===== src/rtl/ecp_rev_pkg.sv =====
package ecp_rev_pkg;
  typedef enum logic [1:0] {
    ST_FWD = 2'd0,
    ST_REQ = 2'd1,
    ST_REV = 2'd2,
    ST_REL = 2'd3
  } dirState_t;

  // strobes from control to datapath
  typedef struct packed {
    logic push;
  } dpStrobe_t;

  // synchronised status from datapath to control
  typedef struct packed {
    logic ackRevLow;
    logic clkLow;
    logic full;
  } dpStatus_t;
endpackage


===== src/rtl/ecp_rev_dp.sv =====
module ecp_rev_dp
  import ecp_rev_pkg::*;
#(
  parameter int DATA_W = 8,
  parameter int DEPTH = 8,
  parameter int SYNC_STAGES = 2
) (
  input  logic              clk,
  input  logic              rstN,
  input  logic              rawAckRevN,
  input  logic              rawClk,
  input  logic              rawReqN,
  input  logic [DATA_W-1:0] dataIn,
  input  logic              tagIn,
  input  dpStrobe_t         strobe,
  input  logic              popEn,
  output dpStatus_t         status,
  output logic              hasData,
  output logic              rxValid,
  output logic [DATA_W-1:0] rxData,
  output logic              rxCmd
);
  localparam int PTR_W = (DEPTH > 1) ? $clog2(DEPTH) : 1;
  localparam int CNT_W = $clog2(DEPTH + 1);
  localparam int N_SYNC = 3;
  localparam int ENTRY_W = DATA_W + 1;

  logic [N_SYNC-1:0] rawVec;
  logic [N_SYNC-1:0] syncOut;
  assign rawVec = {rawReqN, rawClk, rawAckRevN};

  for (genvar g = 0; g < N_SYNC; g++) begin : g_sync
    logic [SYNC_STAGES-1:0] chain;
    always_ff @(posedge clk) begin
      if (!rstN) chain <= '1;
      else       chain <= {chain[SYNC_STAGES-2:0], rawVec[g]};
    end
    assign syncOut[g] = chain[SYNC_STAGES-1];
  end

  logic [ENTRY_W-1:0] mem [DEPTH];
  logic [PTR_W-1:0] wrPtr, rdPtr;
  logic [CNT_W-1:0] count;
  logic full, empty, doPop;

  assign full  = (count == CNT_W'(DEPTH));
  assign empty = (count == '0);
  assign doPop = popEn && !empty;

  always_ff @(posedge clk) begin
    if (strobe.push) mem[wrPtr] <= {~tagIn, dataIn};
  end

  always_ff @(posedge clk) begin
    if (!rstN) begin
      wrPtr <= '0;
      rdPtr <= '0;
      count <= '0;
    end else begin
      if (strobe.push)
        wrPtr <= (wrPtr == PTR_W'(DEPTH - 1)) ? '0 : wrPtr + 1'b1;
      if (doPop)
        rdPtr <= (rdPtr == PTR_W'(DEPTH - 1)) ? '0 : rdPtr + 1'b1;
      case ({strobe.push, doPop})
        2'b10:   count <= count + 1'b1;
        2'b01:   count <= count - 1'b1;
        default: count <= count;
      endcase
    end
  end

  assign status.ackRevLow = ~syncOut[0];
  assign status.clkLow    = ~syncOut[1];
  assign status.full      = full;
  assign hasData          = ~syncOut[2];
  assign rxValid          = !empty;
  assign rxData           = mem[rdPtr][DATA_W-1:0];
  assign rxCmd            = mem[rdPtr][DATA_W];

  // control never pushes into a full FIFO
  p_no_overflow_r7: assert property (@(posedge clk) disable iff (!rstN)
    strobe.push |-> !full);
  // a pop on an empty FIFO leaves it empty
  p_empty_pop_r8: assert property (@(posedge clk) disable iff (!rstN)
    (popEn && empty && !strobe.push) |=> !rxValid);
endmodule


===== src/rtl/ecp_rev_ctrl.sv =====
module ecp_rev_ctrl
  import ecp_rev_pkg::*;
(
  input  logic      clk,
  input  logic      rstN,
  input  logic      revReq,
  input  logic      fwdIdle,
  input  dpStatus_t status,
  output dpStrobe_t strobe,
  output logic      revReqN,
  output logic      dataOe,
  output logic      hostAck
);
  dirState_t state, stateNext;
  logic revReqNNext, dataOeNext, hostAckNext;

  always_comb begin
    stateNext   = state;
    revReqNNext = revReqN;
    dataOeNext  = dataOe;
    hostAckNext = hostAck;
    strobe      = '0;
    case (state)
      ST_FWD: begin
        if (revReq && fwdIdle) begin
          stateNext   = ST_REQ;
          revReqNNext = 1'b0;
        end
      end
      ST_REQ: begin
        if (!revReq) begin
          stateNext   = ST_REL;
          revReqNNext = 1'b1;
        end else if (status.ackRevLow) begin
          stateNext  = ST_REV;
          dataOeNext = 1'b0;
        end
      end
      ST_REV: begin
        if (hostAck) begin
          if (!status.clkLow) hostAckNext = 1'b0;
        end else if (status.clkLow) begin
          if (!status.full) begin
            strobe.push = 1'b1;
            hostAckNext = 1'b1;
          end
        end else if (!revReq) begin
          stateNext   = ST_REL;
          revReqNNext = 1'b1;
        end
      end
      ST_REL: begin
        if (!status.ackRevLow) begin
          stateNext  = ST_FWD;
          dataOeNext = 1'b1;
        end
      end
      default: stateNext = ST_FWD;
    endcase
  end

  always_ff @(posedge clk) begin
    if (!rstN) begin
      state   <= ST_FWD;
      revReqN <= 1'b1;
      dataOe  <= 1'b1;
      hostAck <= 1'b0;
    end else begin
      state   <= stateNext;
      revReqN <= revReqNNext;
      dataOe  <= dataOeNext;
      hostAck <= hostAckNext;
    end
  end

  // request only after forward traffic is idle
  p_req_gate_r2: assert property (@(posedge clk) disable iff (!rstN)
    $fell(revReqN) |-> $past(revReq && fwdIdle));
  // drivers released only after the acknowledge is seen
  p_oe_release_r3: assert property (@(posedge clk) disable iff (!rstN)
    $fell(dataOe) |-> $past(status.ackRevLow) && !revReqN);
  // no byte acknowledge while the host still drives the bus
  p_ack_reverse_only_r4: assert property (@(posedge clk) disable iff (!rstN)
    hostAck |-> !dataOe);
  // acknowledge rises only on a strobe with room in the FIFO
  p_ack_rise_r5: assert property (@(posedge clk) disable iff (!rstN)
    $rose(hostAck) |-> $past(status.clkLow && !status.full));
  // drivers come back only after the peripheral let go
  p_oe_return_r9: assert property (@(posedge clk) disable iff (!rstN)
    $rose(dataOe) |-> $past(!status.ackRevLow) && revReqN);
endmodule


===== src/rtl/ecp_rev_rx.sv =====
module ecp_rev_rx
  import ecp_rev_pkg::*;
#(
  parameter int DATA_W = 8,
  parameter int DEPTH = 8,
  parameter int SYNC_STAGES = 2
) (
  input  logic              clk,
  input  logic              rstN,
  input  logic              revReq,
  input  logic              fwdIdle,
  output logic              hostRevReqN,
  input  logic              periphAckRevN,
  output logic              hostDataOe,
  input  logic              periphClk,
  input  logic              periphAck,
  output logic              hostAck,
  input  logic              periphReqN,
  output logic              periphHasData,
  input  logic [DATA_W-1:0] dataIn,
  input  logic              rxPop,
  output logic              rxValid,
  output logic [DATA_W-1:0] rxData,
  output logic              rxCmd
);
  dpStrobe_t strobe;
  dpStatus_t status;

  ecp_rev_ctrl i_ctrl (
    .clk     (clk),
    .rstN    (rstN),
    .revReq  (revReq),
    .fwdIdle (fwdIdle),
    .status  (status),
    .strobe  (strobe),
    .revReqN (hostRevReqN),
    .dataOe  (hostDataOe),
    .hostAck (hostAck)
  );

  ecp_rev_dp #(
    .DATA_W      (DATA_W),
    .DEPTH       (DEPTH),
    .SYNC_STAGES (SYNC_STAGES)
  ) i_dp (
    .clk        (clk),
    .rstN       (rstN),
    .rawAckRevN (periphAckRevN),
    .rawClk     (periphClk),
    .rawReqN    (periphReqN),
    .dataIn     (dataIn),
    .tagIn      (periphAck),
    .strobe     (strobe),
    .popEn      (rxPop),
    .status     (status),
    .hasData    (periphHasData),
    .rxValid    (rxValid),
    .rxData     (rxData),
    .rxCmd      (rxCmd)
  );
endmodule


===== config.mk =====
export PLATFORM = sky130hd
export DESIGN_NAME = ecp_rev_rx
export DESIGN_NICKNAME = d
export VERILOG_FILES = /design/src/rtl/ecp_rev_pkg.sv /design/src/rtl/ecp_rev_dp.sv /design/src/rtl/ecp_rev_ctrl.sv /design/src/rtl/ecp_rev_rx.sv
export SDC_FILE = /design/constraint.sdc
export NUM_CORES = 1
export LEC_CHECK = 0
export CORE_MARGIN = 5
export CORE_UTILIZATION = 40
export DETAILED_ROUTE_END_ITERATION = 8
export SKIP_CTS_REPAIR_TIMING = 1
export SLEW_MARGIN = 20
export SYNTH_ARGS = -nofsm -noshare
export SYNTH_HDL_FRONTEND = slang
export SYNTH_SLANG_ARGS = --single-unit
export TNS_END_PERCENT = 10

===== constraint.sdc =====
create_clock -name clk -period 4.6 [get_ports clk]
set_input_delay 0.92 -clock clk [delete_from_list [all_inputs] [get_ports clk]]
set_output_delay 0.92 -clock clk [all_outputs]
set_load 0.01 [all_outputs]

==> results of run 1 <==
[cell families after synthesis]
group | synth area share
flip-flops | 0.666
buffers and inverters | 0.0196
multiplexers | 0.157
XOR/XNOR | 0.00663
adder cells (fa/ha/maj) | 0.0347
AO/OA/AOI/OAI | 0.0404
AND/OR/NAND/NOR | 0.0748
[registers in the layout (all words and copies together) (netlist names), named ones only]
| register | count |
|---|---|
| i_dp.wrPtr | 3 |
| i_dp.count | 4 |
| i_ctrl.state | 2 |
| i_dp.mem | 72 |
| i_ctrl.hostAck | 1 |
| i_ctrl.dataOe | 1 |
| i_ctrl.revReqN | 1 |
| i_dp.g_sync.chain | 6 |
| i_dp.rdPtr | 3 |
[layout by cell type, fill, tap and decap left out, types with 10 or more instances in the layout]
| cell type | n |
|---|---|
| edfxtp_1 | 72 |
| clkdlybuf4s50_1 | 30 |
| dfxtp_1 | 24 |
| mux4_1 | 18 |
| nand2_1 | 16 |
| nand2b_1 | 12 |
| ha_1 | 11 |
| a21oi_1 | 10 |
| nor2_1 | 10 |
[final timing paths]
check | slack [ns] | cells after the start | endpoint
setup / recovery | 1.32 | 3 | rxData[3]
hold / removal | 0.42 | 1 | i_dp.g_sync[0].chain[1]
setup reg to reg | 1.85 | 12 | i_dp.count[2]
hold reg to reg | 0.42 | 1 | i_dp.g_sync[0].chain[1]
[per-layer routing]
metal	track usage	share of wire	routed length [um]
met4	0.0543	0.015	106
met1	0.146	0.44	3030
met3	0.0311	0.037	253
met2	0.217	0.51	3520
met5	0	0	0
[where the power goes]
part           switching [mW]  internal [mW]  leakage [nW]
sequential             0.0138          0.946         0.842
clock                   0.309          0.209        0.0903
combinational          0.0904         0.0952         0.637
[metrics by stage]
stage	setup slack, ns	hold slack [ns]	utilization	total power, mW	area (sq um)
after floorplan	2.14	0.386	-	1.10	3970
after global placement	1.64	0.389	0.454	1.16	4420
after detailed placement	1.63	0.395	0.454	1.17	4420
after CTS	1.24	0.423	0.473	1.68	4600
after global routing	1.12	0.435	0.473	1.74	4600
final	1.32	0.417	0.473	1.66	4600
[layout make-up]
type	count	area [sq um]	area share
sequential	96	2640	0.574
multi-input combinational	126	1260	0.273
timing repair buffer	33	323	0.0701
tap	133	166	0.0362
clock buffer	9	124	0.0269
clock inverter	7	63.8	0.0139
inverter	7	26.3	0.00571
==> summary.md, run 1 <==
| Metric | Value |
|---|---|
| Status | `finished clean` |
| Dpl cells | `395` |
| Worst hold path type | `register to register` |
| Gpl congestion | `0.742` |
| Setup Skew | `0.0106 ns` |
| CP Data Required Time | `3.68 ns` |
| Max_cap viols | `0` |
| CTS tree | `yes` |
| Arr. time, crit path | `2.36 ns` |
| Die width | `110 um` |
| Top-level I/O count | `31` |
| Vias | `2096` |
| GR Util All Layers | `0.125` |
| Mapped Cells | `236` |
| Fill cells | `878` |
| Critical Path Max Stage Delay | `0.83 ns` |
| Power Dens Cells | `361 nW/um^2` |
| Critical Path Sink Type | `output port` |
| Antenna Nets Post-Route | `0` |
| Wire per inst | `16.8 um` |
| Worst setup SP type | `register` |
| Vias per cell | `5.10` |
| P_leak | `1.57 nW` |
| Crit-path cells | `mux4_1 > mux2_2 > clkdlybuf4s50_1` |
| Fmax | `305 MHz` |
| Syn Area/Cell | `16.8 sq um` |
| Post-Syn Area | `3970 sq um` |
| Layout cells sized above 1 | `0.122` |
| Cts bufs inserted | `9` |
| Count leader, synth | `edfxtp_1` |
| Synthesized flop and latch total | `96` |
| Yosys top cell by area | `edfxtp_1` |
| Main flop type after synthesis | `edfxtp_1` |
| Skew-Pair Late Insertion Delay | `0.36 ns` |
| YS warnings | `0` |
| Crit path max-delay cell type | `dfxtp_1` |
| Max clock buf depth | `2` |
| CP bufs+invs | `1` |
| EDFF count, synth | `72` |
| Normalized max-slew margin | `0.267` |
| Die area | `12000 sq um` |
| Final setup fails | `0` |
| DRC Markers | `0` |
| DPL Wire Length | `4420 um` |
| Area grow syn2layout | `16.1%` |
| Reg-to-Reg Start | `i_ctrl.state[0]` |
| CTS Sinks | `96` |
| Post-synth top cells | `72 x edfxtp_1, 24 x dfxtp_1, 18 x mux4_1` |
| Async set-reset flop share out of synthesis | `0` |
| Fin nets | `301` |
| Diode count | `0` |
| GR Overflow Total | `0` |
| Fin crit share | `0.712` |
| Worst path top cell family by delay | `flip-flops` |
| Post-route setup TNS | `0 ns` |
| Critical path class | `register to output port` |
| Worst-Margin Slew | `1.10 ns` |
| Post-route insts no fill | `411` |
| CP max FO | `18` |
| Rows | `36` |
| Vias in the first global route | `2120` |
| Net Count, Synth | `264` |
| DR pass1 iterations | `4` |
| Top-area cell type share of the netlist area | `0.545` |
| Largest net degree at the start of global routing | `19` |
| Max Slew Vio Count | `0` |
| Port bufs | `30` |
| Post-synthesis sequential area ratio | `0.666` |
| Peak VDD IR | `0.189 mV` |
| Largest cells by area after synthesis | `edfxtp_1 55%, dfxtp_1 12%, mux4_1 12%, ha_1 3.5%, mux2_2 2.6%` |
| Final hold violations | `0` |
| Root Buffer | `clkbuf_8` |
| H-tree depth | `3` |
| Routed WL | `6910 um` |
| RSZ-0062 raised after global routing | `false` |
| Cell variety after synth | `39` |
| 1st-iter DRT viols | `74` |
| Minimum clock period | `3.28 ns` |
| Core ar. | `9730 sq um` |
| Reg clk slew, reported paths | `0.09 ns` |
| Global-route wire length before repair | `10900 um` |
| Die height | `110 um` |
| Initial Util | `0.408` |
| Initial antenna violation count | `0` |
| Hold path start | `i_dp.g_sync[0].chain[0]` |
Note: power is estimated with default switching activity, not from simulation.
==> inputs of run 2 (changes only) <==
Clock period 4.6 ns to 2.98 ns, I/O delays scaled along.
==> summary.md, run 2 (same netlist as run 1, synthesis figures left out) <==
| Metric | Value |
|---|---|
| CTS Sinks | `96` |
| Layout Utilization | `0.485` |
| Most common cell after layout, fill and taps aside | `edfxtp_1` |
| Reg clk slew, reported paths | `0.09 ns` |
| Reg power frac | `0.556` |
| Arr. time, crit path | `2.25 ns` |
| Worst hold margin | `0.415 ns` |
| WP depth | `4` |
| GR Overflow Total | `0` |
| CP Data Required Time | `2.38 ns` |
| Initial antenna violation count | `0` |
| Initial Util | `0.408` |
| RSZ-0062 raised after global routing | `false` |
| Minimum clock period | `2.85 ns` |
| Vias per cell | `5.09` |
| Hold depth | `1` |
| Crit-path cells | `buf_12 > mux4_1 > mux2_2 > clkdlybuf4s50_1` |
| Area grow syn2layout | `19.0%` |
| Worst hold path type | `register to register` |
| Root Buffer | `clkbuf_8` |
| Normalized max-slew margin | `0.635` |
| Final hold violations | `0` |
| Final setup fails | `0` |
| DPL Wire Length | `4470 um` |
| Antenna Nets Post-Route | `0` |
| Die width | `110 um` |
| DR pass1 iterations | `4` |
| R2R depth | `12` |
| Port bufs | `30` |
| Fin nets | `311` |
| Worst setup SP type | `register` |
| Diode count | `0` |
| Post-place setup slack | `0.278 ns` |
| GR Util All Layers | `0.123` |
| Critical Path Max Stage Delay | `0.59 ns` |
| Max_cap viols | `0` |
| Final Total Pwr | `2.67 mW` |
| Vias in the first global route | `2086` |
| P_leak | `1.64 nW` |
| Core ar. | `9730 sq um` |
| Reg-to-Reg Start | `i_ctrl.state[0]` |
| Global-route wire length before repair | `10700 um` |
| Max reg flops | `72` |
| CTS tree | `yes` |
| Crit path max-delay cell type | `mux4_1` |
| Sw Share | `0.218` |
| Cts bufs inserted | `9` |
| CP max FO | `18` |
| Rows | `36` |
| CP bufs+invs | `2` |
| Layout cells sized above 1 | `0.149` |
| Vias | `2141` |
| Setup ws final | `0.135 ns` |
| Max clock buf depth | `2` |
| Post-route setup TNS | `0 ns` |
| Wire per inst | `16.3 um` |
| Critical Path Sink Type | `output port` |
| Worst R2R End | `i_dp.count[2]` |
| Largest net degree at the start of global routing | `19` |
| Gpl congestion | `0.724` |
| Max Slew Vio Count | `0` |
| Setup Skew | `0.0103 ns` |
| Clock share of power | `0.336` |
| Top-level I/O count | `31` |
| Fin crit share | `0.955` |
| Skew-Pair Late Insertion Delay | `0.35 ns` |
| Worst path top cell family by delay | `multiplexers` |
| 1st-iter DRT viols | `83` |
| Crit path capture | `rxData[4]` |
| H-tree depth | `3` |
| Routed WL | `6850 um` |
| Logic pwr share | `0.108` |
| Register with the most flip-flops | `i_dp.mem` |
| R2r setup slk | `0.37 ns` |
| Worst-Margin Slew | `0.546 ns` |
| Psw | `0.582 mW` |
| Fmax | `351 MHz` |
| Critical path class | `register to output port` |
| Internal Power | `2.08 mW` |
| DRC Markers | `0` |
| Most frequent cells in the layout | `72 x edfxtp_1, 30 x clkdlybuf4s50_1, 24 x dfxtp_1, 18 x mux4_1, 16 x nand2_1` |
| Fill cells | `844` |
| Status | `finished clean` |
| Die height | `110 um` |
| Peak VDD IR | `0.303 mV` |
| Largest regs | `i_dp.mem x72, i_dp.g_sync.chain x6, i_dp.count x4` |
| Die area | `12000 sq um` |
| Power Dens Cells | `565 nW/um^2` |
==> run 2: worst min path at each step <==
stage | from | end
floorplan | i_dp.g_sync[0].chain[0] | i_dp.g_sync[0].chain[1]
global placement | i_dp.g_sync[0].chain[0] | i_dp.g_sync[0].chain[1]
detailed placement | i_dp.g_sync[1].chain[0] | i_dp.g_sync[1].chain[1]
CTS | i_dp.g_sync[2].chain[0] | i_dp.g_sync[2].chain[1]
global route | i_dp.g_sync[2].chain[0] | i_dp.g_sync[2].chain[1]
finish | i_dp.g_sync[2].chain[0] | i_dp.g_sync[2].chain[1]
==> run 2: cell type report <==
class | instances | area (sq um) | area share
flip-flops and latches | 96 | 2640 | 0.560
well taps | 133 | 166 | 0.0353
multi-input cells | 126 | 1260 | 0.267
clock buffers | 11 | 131 | 0.0278
inverters | 7 | 26.3 | 0.00557
repair buffers | 43 | 410 | 0.0870
clock inverters | 5 | 81.3 | 0.0172
==> run 2: worst register-to-register path: stages (launching register included) <==
cell	delay, ns
dfxtp_1	0.35
inv_1	0.11
ha_1	0.24
nand2b_1	0.09
a21oi_2	0.19
nand2b_1	0.22
ha_1	0.31
xor2_1	0.16
ha_1	0.20
a21oi_1	0.15
xor2_1	0.09
or3_1	0.30
a21oi_1	0.14
==> run 2: power groups by stage <==
stage / sequential [mW] / combinational (mW) / clock (mW)
floorplan: 1.51 / 0.191 / 0
detailed placement: 1.51 / 0.289 / 0
finish: 1.48 / 0.289 / 0.895
CTS: 1.48 / 0.290 / 0.920
global route: 1.49 / 0.319 / 0.985
global placement: 1.51 / 0.289 / 0
==> run 2: stage by stage <==
stage,instance area [sq um],std cells
5_1_grt,4720,421
3_3_place_gp,4500,405
6_report,4720,421
2_1_floorplan,3970,236
3_5_place_dp,4500,405
4_1_cts,4720,421
==> run 2: metal layers <==
layer,global-route usage,wire length [um],up-vias
met5,0,0,-
met3,0.0405,344,4
met1,0.156,3040,1073
met4,0.0347,48,0
met2,0.201,3410,42
li1,-,-,1022
==> inputs of run 3 (changes only) <==
Settings changed: CORE_UTILIZATION 40 to 52, PLACE_DENSITY from default to 0.75.
==> summary.md, run 3 (same netlist as run 1, synthesis figures left out) <==
| Metric | Value |
|---|---|
| Status | `finished clean` |
| Max reg flops | `72` |
| Final setup fails | `0` |
| Hold depth | `1` |
| Register with the most flip-flops | `i_dp.mem` |
| Initial antenna violation count | `0` |
| Worst setup SP type | `register` |
| Die height | `97.3 um` |
| Layout cells sized above 1 | `0.153` |
| Reg clk slew, reported paths | `0.10 ns` |
| Normalized max-slew margin | `0.646` |
| Reg power frac | `0.562` |
| Vias in the first global route | `2154` |
| Fin nets | `311` |
| Internal Power | `2.01 mW` |
| DPL Wire Length | `4500 um` |
| Max Slew Vio Count | `0` |
| Most common cell after layout, fill and taps aside | `edfxtp_1` |
| Root Buffer | `clkbuf_8` |
| WHS Endpoint | `i_dp.g_sync[1].chain[1]` |
| Cts bufs inserted | `9` |
| CTS tree | `yes` |
| Routed WL | `6800 um` |
| Vias per cell | `5.53` |
| 1st-iter DRT viols | `73` |
| Worst-Margin Slew | `0.530 ns` |
| Reg-to-Reg Start | `i_ctrl.state[0]` |
| R2r setup slk | `0.31 ns` |
| GR Overflow Total | `0` |
| Hold path start | `i_dp.g_sync[1].chain[0]` |
| Post-route setup TNS | `0 ns` |
| Global-route wire length before repair | `10900 um` |
| Largest net degree at the start of global routing | `19` |
| Worst hold path type | `register to register` |
| Power Dens Cells | `566 nW/um^2` |
| Arr. time, crit path | `2.29 ns` |
| Rows | `31` |
| Peak VDD IR | `0.383 mV` |
| Max clock buf depth | `2` |
| Sw Share | `0.238` |
| Final Total Pwr | `2.64 mW` |
| Die area | `9470 sq um` |
| Largest regs | `i_dp.mem x72, i_dp.g_sync.chain x6, i_dp.count x4` |
| Skew-Pair Late Insertion Delay | `0.36 ns` |
| Psw | `0.628 mW` |
| Gpl congestion | `0.784` |
| Critical Path Sink Type | `output port` |
| Core ar. | `7330 sq um` |
| Setup ws final | `0.0929 ns` |
| Post-place setup slack | `0.319 ns` |
| DR pass1 iterations | `4` |
| Setup Skew | `0.0123 ns` |
| Top-level I/O count | `31` |
| R2R depth | `12` |
| Fmax | `346 MHz` |
| Minimum clock period | `2.89 ns` |
| Wire per inst | `17.6 um` |
| Area grow syn2layout | `17.6%` |
| DRC Markers | `0` |
| CP Data Required Time | `2.38 ns` |
| Initial Util | `0.541` |
| Logic pwr share | `0.108` |
| Final hold violations | `0` |
| Worst hold margin | `0.416 ns` |
| Most frequent cells in the layout | `72 x edfxtp_1, 30 x clkdlybuf4s50_1, 24 x dfxtp_1, 18 x mux4_1, 16 x nand2_1` |
| Port bufs | `30` |
| Max_cap viols | `0` |
| Critical path class | `register to output port` |
| P_leak | `1.64 nW` |
| GR Util All Layers | `0.150` |
| Layout Utilization | `0.636` |
| CTS Sinks | `96` |
| H-tree depth | `3` |
| RSZ-0062 raised after global routing | `false` |
| Diode count | `0` |
| Clock share of power | `0.330` |
| Die width | `97.3 um` |
| Antenna Nets Post-Route | `0` |
| Vias | `2139` |
| Fin crit share | `0.969` |
| CP max FO | `18` |
| Worst R2R End | `i_dp.count[2]` |
-- run 3: cell types whose count changed in the layout (fill, tap and decap cells not counted) --
| cell | previous run | this run |
|---|---|---|
| a21oi_2 | 1 | 0 |
| bufinv_16 | 2 | 1 |
| inv_8 | 0 | 1 |
| clkbuf_1 | 2 | 0 |
| inv_6 | 0 | 3 |
| buf_12 | 1 | 0 |
| clkinv_2 | 1 | 0 |
| buf_8 | 0 | 1 |
| a21oi_1 | 9 | 10 |
-- run 3: final cells by class --
| class | count | area (sq um) |
|---|---|---|
| Tap cell | 99 | 124 |
| Clock buffer | 9 | 124 |
| Inverter | 7 | 26.3 |
| Fill cell | 516 | 2670 |
| Clock inverter | 7 | 83.8 |
| Sequential cell | 96 | 2640 |
| Timing Repair Buffer | 43 | 405 |
| Multi-Input combinational cell | 126 | 1260 |
-- run 3: worst max-delay path, stage by stage (launching register included) --
cell and delay, ns:
dfxtp_1 0.35, buf_8 0.21, mux4_1 0.61, mux2_2 0.29, clkdlybuf4s50_1 0.48
-- run 3: worst max-delay path by stage --
stage                    startpoint             to  slack, ns  cells past startpoint
floorplan             i_dp.count[0]  i_dp.count[2]       0.52                     10
global placement              rxPop  i_dp.count[2]       0.40                     10
detailed placement  i_ctrl.state[0]  i_dp.count[2]       0.32                     12
CTS                        register      rxData[5]      -0.02                      4
global route        i_ctrl.state[0]  i_dp.count[2]       0.01                     12
finish                     register      rxData[5]       0.09                      4
-- run 3: metal layers --
metal  global-route usage  up-vias  share of wire
met1                0.198     1059           0.45
li1                     -     1021              -
met3               0.0316       11          0.042
met4               0.0607        0          0.017
met5                    0        -              0
met2                0.242       48           0.49
-- run 3: through the flow --
step / area [sq um] / instances
floorplan: 3970 / 236
global placement: 4450 / 371
detailed placement: 4450 / 371
CTS: 4660 / 387
global route: 4660 / 387
finish: 4660 / 387
-- run 3: power groups by stage --
| stage | clock, mW | sequential, mW | combinational (mW) |
|---|---|---|---|
| 2_1_floorplan | 0 | 1.51 | 0.191 |
| 3_5_place_dp | 0 | 1.51 | 0.285 |
| 3_3_place_gp | 0 | 1.51 | 0.281 |
| 6_report | 0.872 | 1.48 | 0.286 |
| 4_1_cts | 0.896 | 1.48 | 0.286 |
| 5_1_grt | 0.965 | 1.49 | 0.318 |
